**src/rtl/drv_cmd_pkg.sv**
```systemverilog
package drv_cmd_pkg;

  typedef enum logic [2:0] {
    CMD_NONE,
    CMD_SEEK_RD,
    CMD_SEEK_WR,
    CMD_CLK_YM,
    CMD_CLK_DH,
    CMD_CLK_MS,
    CMD_INQ,
    CMD_OTHER
  } cmd_kind_e;

  localparam logic [7:0] OP_SEEK_RD = 8'h01;
  localparam logic [7:0] OP_SEEK_WR = 8'h02;
  localparam logic [7:0] OP_CLK_YM  = 8'h12;
  localparam logic [7:0] OP_CLK_DH  = 8'h13;
  localparam logic [7:0] OP_CLK_MS  = 8'h14;
  localparam logic [7:0] OP_INQ     = 8'h1B;

  // word offsets
  localparam int OFS_DATA  = 'h00;
  localparam int OFS_CMD   = 'h02;
  localparam int OFS_TRACK = 'h03;
  localparam int OFS_ACK   = 'h04;
  localparam int OFS_ID    = 'h10;

  // bit positions
  localparam int OPC_LSB       = 16;
  localparam int STAT_DISK_BIT = 24;
  localparam int STAT_MECH_BIT = 25;
  localparam int ACK_MECH_BIT  = 24;
  localparam int LOCK_HI_BIT   = 30;
  localparam int LOCK_LO_BIT   = 29;

endpackage

```
**src/rtl/drv_cmd_decode.sv**
```systemverilog
module drv_cmd_decode
  import drv_cmd_pkg::*;
(
  input  logic       cmd_wr,
  input  logic [7:0] opcode,
  input  logic [7:0] tod_year,
  input  logic [7:0] tod_month,
  input  logic [7:0] tod_day,
  input  logic [7:0] tod_hour,
  input  logic [7:0] tod_min,
  input  logic [7:0] tod_sec,
  output cmd_kind_e  kind,
  output logic [7:0] bcd_hi,
  output logic [7:0] bcd_lo
);

  always_comb begin
    kind = CMD_NONE;
    if (cmd_wr) begin
      unique case (opcode)
        OP_SEEK_RD: kind = CMD_SEEK_RD;
        OP_SEEK_WR: kind = CMD_SEEK_WR;
        OP_CLK_YM:  kind = CMD_CLK_YM;
        OP_CLK_DH:  kind = CMD_CLK_DH;
        OP_CLK_MS:  kind = CMD_CLK_MS;
        OP_INQ:     kind = CMD_INQ;
        default:    kind = CMD_OTHER;
      endcase
    end
  end

  // pick the BCD pair for the clock queries
  always_comb begin
    bcd_hi = tod_year;
    bcd_lo = tod_month;
    unique case (kind)
      CMD_CLK_DH: begin bcd_hi = tod_day; bcd_lo = tod_hour; end
      CMD_CLK_MS: begin bcd_hi = tod_min; bcd_lo = tod_sec;  end
      default:    begin bcd_hi = tod_year; bcd_lo = tod_month; end
    endcase
  end

endmodule

```
**src/rtl/drv_cmd_regs.sv**
```systemverilog
module drv_cmd_regs
  import drv_cmd_pkg::*;
#(
  parameter int DATA_W  = 32,
  parameter int TRACK_W = 16
) (
  input  logic               clk,
  input  logic               rst_n,
  input  logic               data_wr,
  input  logic [DATA_W-1:0]  wdata,
  input  cmd_kind_e          kind,
  input  logic [7:0]         bcd_hi,
  input  logic [7:0]         bcd_lo,
  input  logic               ack_clr,
  output logic [DATA_W-1:0]  data_q,
  output logic [TRACK_W-1:0] track_q,
  output logic               lock_q,
  output logic               dir_wr_q,
  output logic               mint_q,
  output logic               pulse_q
);

  localparam int PAD_W = DATA_W - 16;

  logic [DATA_W-1:0]  data_d;
  logic [TRACK_W-1:0] track_d;
  logic               lock_d, dir_wr_d, mint_d;
  logic               is_seek, is_cmd, state_en;

  assign is_seek  = (kind == CMD_SEEK_RD) || (kind == CMD_SEEK_WR);
  assign is_cmd   = (kind != CMD_NONE);
  assign state_en = data_wr | is_cmd | ack_clr;

  always_comb begin
    data_d   = data_q;
    track_d  = track_q;
    lock_d   = lock_q;
    dir_wr_d = dir_wr_q;
    mint_d   = mint_q;
    if (data_wr) data_d = wdata;
    unique case (kind)
      CMD_SEEK_RD, CMD_SEEK_WR: begin
        track_d  = data_q[DATA_W-1 -: TRACK_W];
        lock_d   = 1'b1;
        dir_wr_d = (kind == CMD_SEEK_WR);
      end
      CMD_CLK_YM, CMD_CLK_DH, CMD_CLK_MS:
        data_d = {bcd_hi, bcd_lo, {PAD_W{1'b0}}};
      CMD_INQ:
        data_d = '0;
      default: ;
    endcase
    if (is_cmd)       mint_d = 1'b1;
    else if (ack_clr) mint_d = 1'b0;
  end

  always_ff @(posedge clk or negedge rst_n) begin
    if (!rst_n) begin
      data_q   <= '0;
      track_q  <= '0;
      lock_q   <= 1'b0;
      dir_wr_q <= 1'b0;
      mint_q   <= 1'b0;
    end else if (state_en) begin
      data_q   <= data_d;
      track_q  <= track_d;
      lock_q   <= lock_d;
      dir_wr_q <= dir_wr_d;
      mint_q   <= mint_d;
    end
  end

  always_ff @(posedge clk or negedge rst_n) begin
    if (!rst_n) pulse_q <= 1'b0;
    else        pulse_q <= is_seek;
  end

endmodule

```
**src/rtl/drv_cmd_rdmux.sv**
```systemverilog
module drv_cmd_rdmux
  import drv_cmd_pkg::*;
#(
  parameter int              DATA_W   = 32,
  parameter int              ADDR_W   = 6,
  parameter int              TRACK_W  = 16,
  parameter logic [DATA_W-1:0] ID_VALUE = 32'h0003_0000
) (
  input  logic [ADDR_W-1:0]  addr,
  input  logic [DATA_W-1:0]  data_q,
  input  logic [TRACK_W-1:0] track_q,
  input  logic               lock_q,
  input  logic               mint_q,
  input  logic               disk_present,
  output logic [DATA_W-1:0]  rdata
);

  logic [DATA_W-1:0] status_w, track_w;

  always_comb begin
    status_w = '0;
    status_w[STAT_DISK_BIT] = disk_present;
    status_w[STAT_MECH_BIT] = mint_q;
    track_w = '0;
    track_w[TRACK_W-1:0] = track_q;
    track_w[LOCK_HI_BIT] = lock_q;
    track_w[LOCK_LO_BIT] = lock_q;
  end

  always_comb begin
    rdata = '0;
    if      (addr == ADDR_W'(OFS_DATA))  rdata = data_q;
    else if (addr == ADDR_W'(OFS_CMD))   rdata = status_w;
    else if (addr == ADDR_W'(OFS_TRACK)) rdata = track_w;
    else if (addr == ADDR_W'(OFS_ID))    rdata = ID_VALUE;
  end

endmodule

```
**src/rtl/drv_cmd_ctrl.sv**
```systemverilog
module drv_cmd_ctrl
  import drv_cmd_pkg::*;
#(
  parameter int                DATA_W   = 32,
  parameter int                ADDR_W   = 6,
  parameter int                TRACK_W  = 16,
  parameter logic [DATA_W-1:0] ID_VALUE = 32'h0003_0000
) (
  input  logic               clk,
  input  logic               rst_n,
  input  logic               wr_en,
  input  logic [ADDR_W-1:0]  addr,
  input  logic [DATA_W-1:0]  wdata,
  output logic [DATA_W-1:0]  rdata,
  input  logic               disk_present,
  input  logic [7:0]         tod_year,
  input  logic [7:0]         tod_month,
  input  logic [7:0]         tod_day,
  input  logic [7:0]         tod_hour,
  input  logic [7:0]         tod_min,
  input  logic [7:0]         tod_sec,
  output logic               irq,
  output logic               seek_start,
  output logic [TRACK_W-1:0] seek_track,
  output logic               seek_write
);

  logic              data_wr, cmd_wr, ack_clr;
  cmd_kind_e         kind;
  logic [7:0]        bcd_hi, bcd_lo;
  logic [DATA_W-1:0] data_q;
  logic [TRACK_W-1:0] track_q;
  logic              lock_q, dir_wr_q, mint_q, pulse_q;

  assign data_wr = wr_en && (addr == ADDR_W'(OFS_DATA));
  assign cmd_wr  = wr_en && (addr == ADDR_W'(OFS_CMD));
  assign ack_clr = wr_en && (addr == ADDR_W'(OFS_ACK)) && wdata[ACK_MECH_BIT];

  drv_cmd_decode u_dec (
    .cmd_wr    (cmd_wr),
    .opcode    (wdata[OPC_LSB +: 8]),
    .tod_year  (tod_year),
    .tod_month (tod_month),
    .tod_day   (tod_day),
    .tod_hour  (tod_hour),
    .tod_min   (tod_min),
    .tod_sec   (tod_sec),
    .kind      (kind),
    .bcd_hi    (bcd_hi),
    .bcd_lo    (bcd_lo)
  );

  drv_cmd_regs #(.DATA_W(DATA_W), .TRACK_W(TRACK_W)) u_regs (
    .clk      (clk),
    .rst_n    (rst_n),
    .data_wr  (data_wr),
    .wdata    (wdata),
    .kind     (kind),
    .bcd_hi   (bcd_hi),
    .bcd_lo   (bcd_lo),
    .ack_clr  (ack_clr),
    .data_q   (data_q),
    .track_q  (track_q),
    .lock_q   (lock_q),
    .dir_wr_q (dir_wr_q),
    .mint_q   (mint_q),
    .pulse_q  (pulse_q)
  );

  drv_cmd_rdmux #(
    .DATA_W(DATA_W), .ADDR_W(ADDR_W), .TRACK_W(TRACK_W), .ID_VALUE(ID_VALUE)
  ) u_rd (
    .addr         (addr),
    .data_q       (data_q),
    .track_q      (track_q),
    .lock_q       (lock_q),
    .mint_q       (mint_q),
    .disk_present (disk_present),
    .rdata        (rdata)
  );

  assign irq        = mint_q;
  assign seek_start = pulse_q;
  assign seek_track = track_q;
  assign seek_write = dir_wr_q;

endmodule

```
**config.mk**
```make
export PLATFORM = sky130hd
export DESIGN_NAME = drv_cmd_ctrl
export DESIGN_NICKNAME = d
export VERILOG_FILES = /design/src/rtl/drv_cmd_pkg.sv /design/src/rtl/drv_cmd_decode.sv /design/src/rtl/drv_cmd_regs.sv /design/src/rtl/drv_cmd_rdmux.sv /design/src/rtl/drv_cmd_ctrl.sv
export SDC_FILE = /design/constraint.sdc
export NUM_CORES = 1
export LEC_CHECK = 0
export CELL_PAD_IN_SITES_DETAIL_PLACEMENT = 1
export CELL_PAD_IN_SITES_GLOBAL_PLACEMENT = 2
export CORE_MARGIN = 2
export CORE_UTILIZATION = 37
export CTS_BUF_LIST = sky130_fd_sc_hd__clkbuf_16
export DETAILED_ROUTE_END_ITERATION = 8
export DONT_BUFFER_PORTS = 1
export PLACE_DENSITY = 0.83
export SYNTH_ARGS = -nofsm -noshare
export SYNTH_HDL_FRONTEND = slang
export SYNTH_SLANG_ARGS = --single-unit
```
**constraint.sdc**
```tcl
create_clock -name clk -period 1.85 [get_ports clk]
set_clock_uncertainty 0.15 [all_clocks]
set_input_delay 0.0925 -clock clk [delete_from_list [all_inputs] [get_ports clk]]
set_output_delay 0.0925 -clock clk [all_outputs]
set_load 0.01 [all_outputs]
```
==> summary.txt <==
Yosys
  • Post-synthesis sequential area ratio: 0.4471
  • Ys flop type: dfrtp_1
  • Number of synthesized flops with an enable pin: 0
  • Netlist cell types: 41
  • Synth Instances: 276
  • Syn_area_per_cell: 10.54 sq um
  • Async S/R FF share, synth: 1.000
  • YS warnings: 0
  • #FFs+latches synth: 52
  • Mapped cell area: 2910 sq um
  • Post-Syn Nets: 366

Detailed routing
  • Drt first pass iters: 4
  • Post-DRT Antenna Nets: 0
  • Vias per cell: 5.677
  • Drt drc: 0
  • Iter 0 DRT Violations: 52
  • Drt wl/cell: 22.48 um
  • Total number of vias: 2617
  • Aggregate routed wire length: 10.36 mm

Timing
  • Fin crit share: 0.9722
  • Final setup fails: 0
  • Final hold slack: -0.1119 ns
  • Final Worst Setup Slack: 0.05139 ns
  • Worst-margin pin slew: 0.6288 ns
  • Fin crit period: 1.799 ns
  • Slew Viols, Final: 0
  • Endpoints failing hold: 1
  • Fmax: 556.0 MHz
  • Rel. slew slack: 0.5808

Flow run
  • Max cap viols: 0

Clocking
  • Sink Count: 52
  • Total CTS buffers: 5
  • Cts hold-fix bufs: 73
  • Worst skew pair latency: 0.30 ns
  • CTS tree: built
  • Clock-pin transition on the worst setup and hold timing paths: 0.08 ns
  • CTS root buffer: clkbuf_16
  • Longest Clk Path Bufs: 2
  • CTS H-tree depth: 2

Global route
  • Total track usage: 0.2461
  • Initial antenna violation count: 0
  • First-pass GRT wire length: 16.23 mm
  • Pin count of the biggest net entering global routing: 53
  • Number of global-route vias before repair: 2912
  • Grt ovf: 0

Power and ir drop
  • Tot Pwr: 2.688 mW
  • Power Dens Cells: 659.1 nW/um^2
  • Leakage: 1.813 nW
  • VDD IR max: 357.3 uV

Placement
  • DP Area: 3132 sq um
  • I/O Buffers: 0
  • Worst slack, placed: -0.3250 ns
  • HPWL Detailed: 6.303 mm
  • Routability cong.: 0.7705

Cells and area
  • Area growth syn-to-layout: 40.15%
  • Final Cell Area: 4079 sq um
  • Final net count: 448
  • Filler cells: 846
  • Layout cells sized above 1: 0.1253
  • Most common cell after layout, fill and taps aside: dlygate4sd3_1
  • Number of diodes: 0
  • Most frequent cells in the layout: dlygate4sd3_1 (72), dfrtp_1 (52), a22o_1 (36), nor2_1 (28), nand2_1 (22)

Setup path
  • Critical path type: in2reg
  • R2R setup slack: 0.80 ns
  • Worst R2R Start: u_regs.track_q[15]$_DFFE_PN0P_
  • Worst-path fanout max: 18
  • R2R depth: 1
  • Reg-to-reg endpoint: u_regs.track_q[15]$_DFFE_PN0P_
  • Startpoint types: primary input
  • CP required: 1.87 ns
  • CP endpoint kind: flip-flop
  • CP Data Arrival Time: 1.82 ns

Run status
  • Outcome: complete, but fails checks
  • Failing checks: hold timing

Worst hold path
  • Hold path endpoint: u_regs.mint_q$_DFFE_PN0P_
  • HP Class: in2reg
  • WHS Path Cells: 3
  • Hold Crit Start: addr[2]

Floorplan
  • IO Pins: 141
  • # rows: 32
  • Initial Util: 0.3786
  • Core area: 7687 sq um
  • Die Ht: 92.69 um
  • Die Wd: 92.69 um
  • Die area: 8591 sq um
==> report_power, final <==
| group | leakage [nW] | total (mW) | internal [mW] | switching, mW |
|---|---|---|---|---|
| registers | 0.691 | 1.36 | 1.25 | 0.105 |
| logic | 1.05 | 0.377 | 0.238 | 0.139 |
| clock network | 0.0719 | 0.955 | 0.514 | 0.441 |
==> layer usage <==
metal	track usage	part of all wire
met3	0.04312	0.038
met2	0.4538	0.54
met4	0.06985	0.017
met5	0	0
met1	0.2931	0.40
==> timing repair <==
action | CTS | global route
buffers inserted | 0 | 4
pin swaps | 1 | 2
setup endpoints to repair | 5 | 19
gates resized for setup | 0 | 1
endpoints found under the hold margin | 86 | 1
==> worst max-delay path by stage <==
stage / slack [ns] / end / startpoint / cells after the start
after floorplan: -0.26 / u_regs.data_q[23]$_DFFE_PN0P_ / wdata[20] / 7
after global placement: -0.28 / u_regs.track_q[3]$_DFFE_PN0P_ / wdata[16] / 5
after detailed placement: -0.33 / u_regs.track_q[15]$_DFFE_PN0P_ / wdata[16] / 5
after CTS: 0.004 / u_regs.track_q[15]$_DFFE_PN0P_ / wdata[16] / 5
after global routing: -0.01 / u_regs.track_q[15]$_DFFE_PN0P_ / wdata[21] / 6
final: 0.05 / u_regs.track_q[15]$_DFFE_PN0P_ / wdata[16] / 6
==> final cells by class <==
cell class	count	area, sq um	share of cell area
clock buffer	5	125.1	0.03067
clock inverter	3	27.53	0.006748
inverter	1	3.754	0.0009202
multi-input combinational	204	1546	0.3791
sequential	52	1301	0.3190
tap	102	127.6	0.03129
timing repair buffer	94	947.2	0.2322
==> Yosys cell counts, types with 2 or more instances <==
library cell / number / area, sq um
o22a_1: 13 / 113.9
a21oi_1: 2 / 10.01
clkbuf_1: 12 / 45.04
a22o_1: 36 / 315.3
o211ai_1: 14 / 105.1
nor3b_1: 2 / 15.01
and3_1: 15 / 93.84
o21ai_0: 2 / 10.01
nand2b_1: 3 / 18.77
nor2_1: 29 / 108.9
buf_1: 3 / 11.26
and4_1: 2 / 17.52
mux2_1: 13 / 146.4
dfrtp_1: 52 / 1301
buf_2: 2 / 10.01
mux2i_1: 14 / 140.1
or3_1: 2 / 12.51
nor4b_1: 2 / 17.52
nand2_1: 22 / 82.58
a221o_1: 3 / 30.03
mux2_2: 9 / 101.4
a21o_1: 3 / 22.52
nor2b_1: 3 / 18.77
==> logic make-up (layout without fill, tap and decap cells) <==
logic type / after synthesis / after routing / share of synthesized area
and+or+nand+nor: 90 / 90 / 0.1668
AOI/OAI and AO/OA: 76 / 76 / 0.2163
DFF: 52 / 52 / 0.4471
muxes: 36 / 36 / 0.1333
buffers and inverters: 20 / 103 / 0.03052
xor gates and xnor gates: 2 / 2 / 0.006020
==> per-stage QoR <==
step | TNS, ns | util | cells
floorplan | -3.983 | - | 276
global placement | -6.791 | 0.4074 | 376
detailed placement | -7.730 | 0.4074 | 376
CTS | 0 | 0.5246 | 457
global route | -0.04096 | 0.5306 | 461
finish | 0 | 0.5306 | 461
==> state kept, by name (all words and copies together), names as in the netlist <==
| name | cells |
|---|---|
| u_regs.pulse_q | 1 |
| u_regs.mint_q | 1 |
| u_regs.dir_wr_q | 1 |
| u_regs.lock_q | 1 |
| u_regs.track_q | 16 |
| u_regs.data_q | 32 |
==> critical path, stage by stage <==
cell and delay (ns):
or3_1 0.40, a211oi_4 0.40, xnor2_1 0.25, nor2_8 0.16, buf_12 0.16, mux2_1 0.34
(Power assumes the default switching activity.)
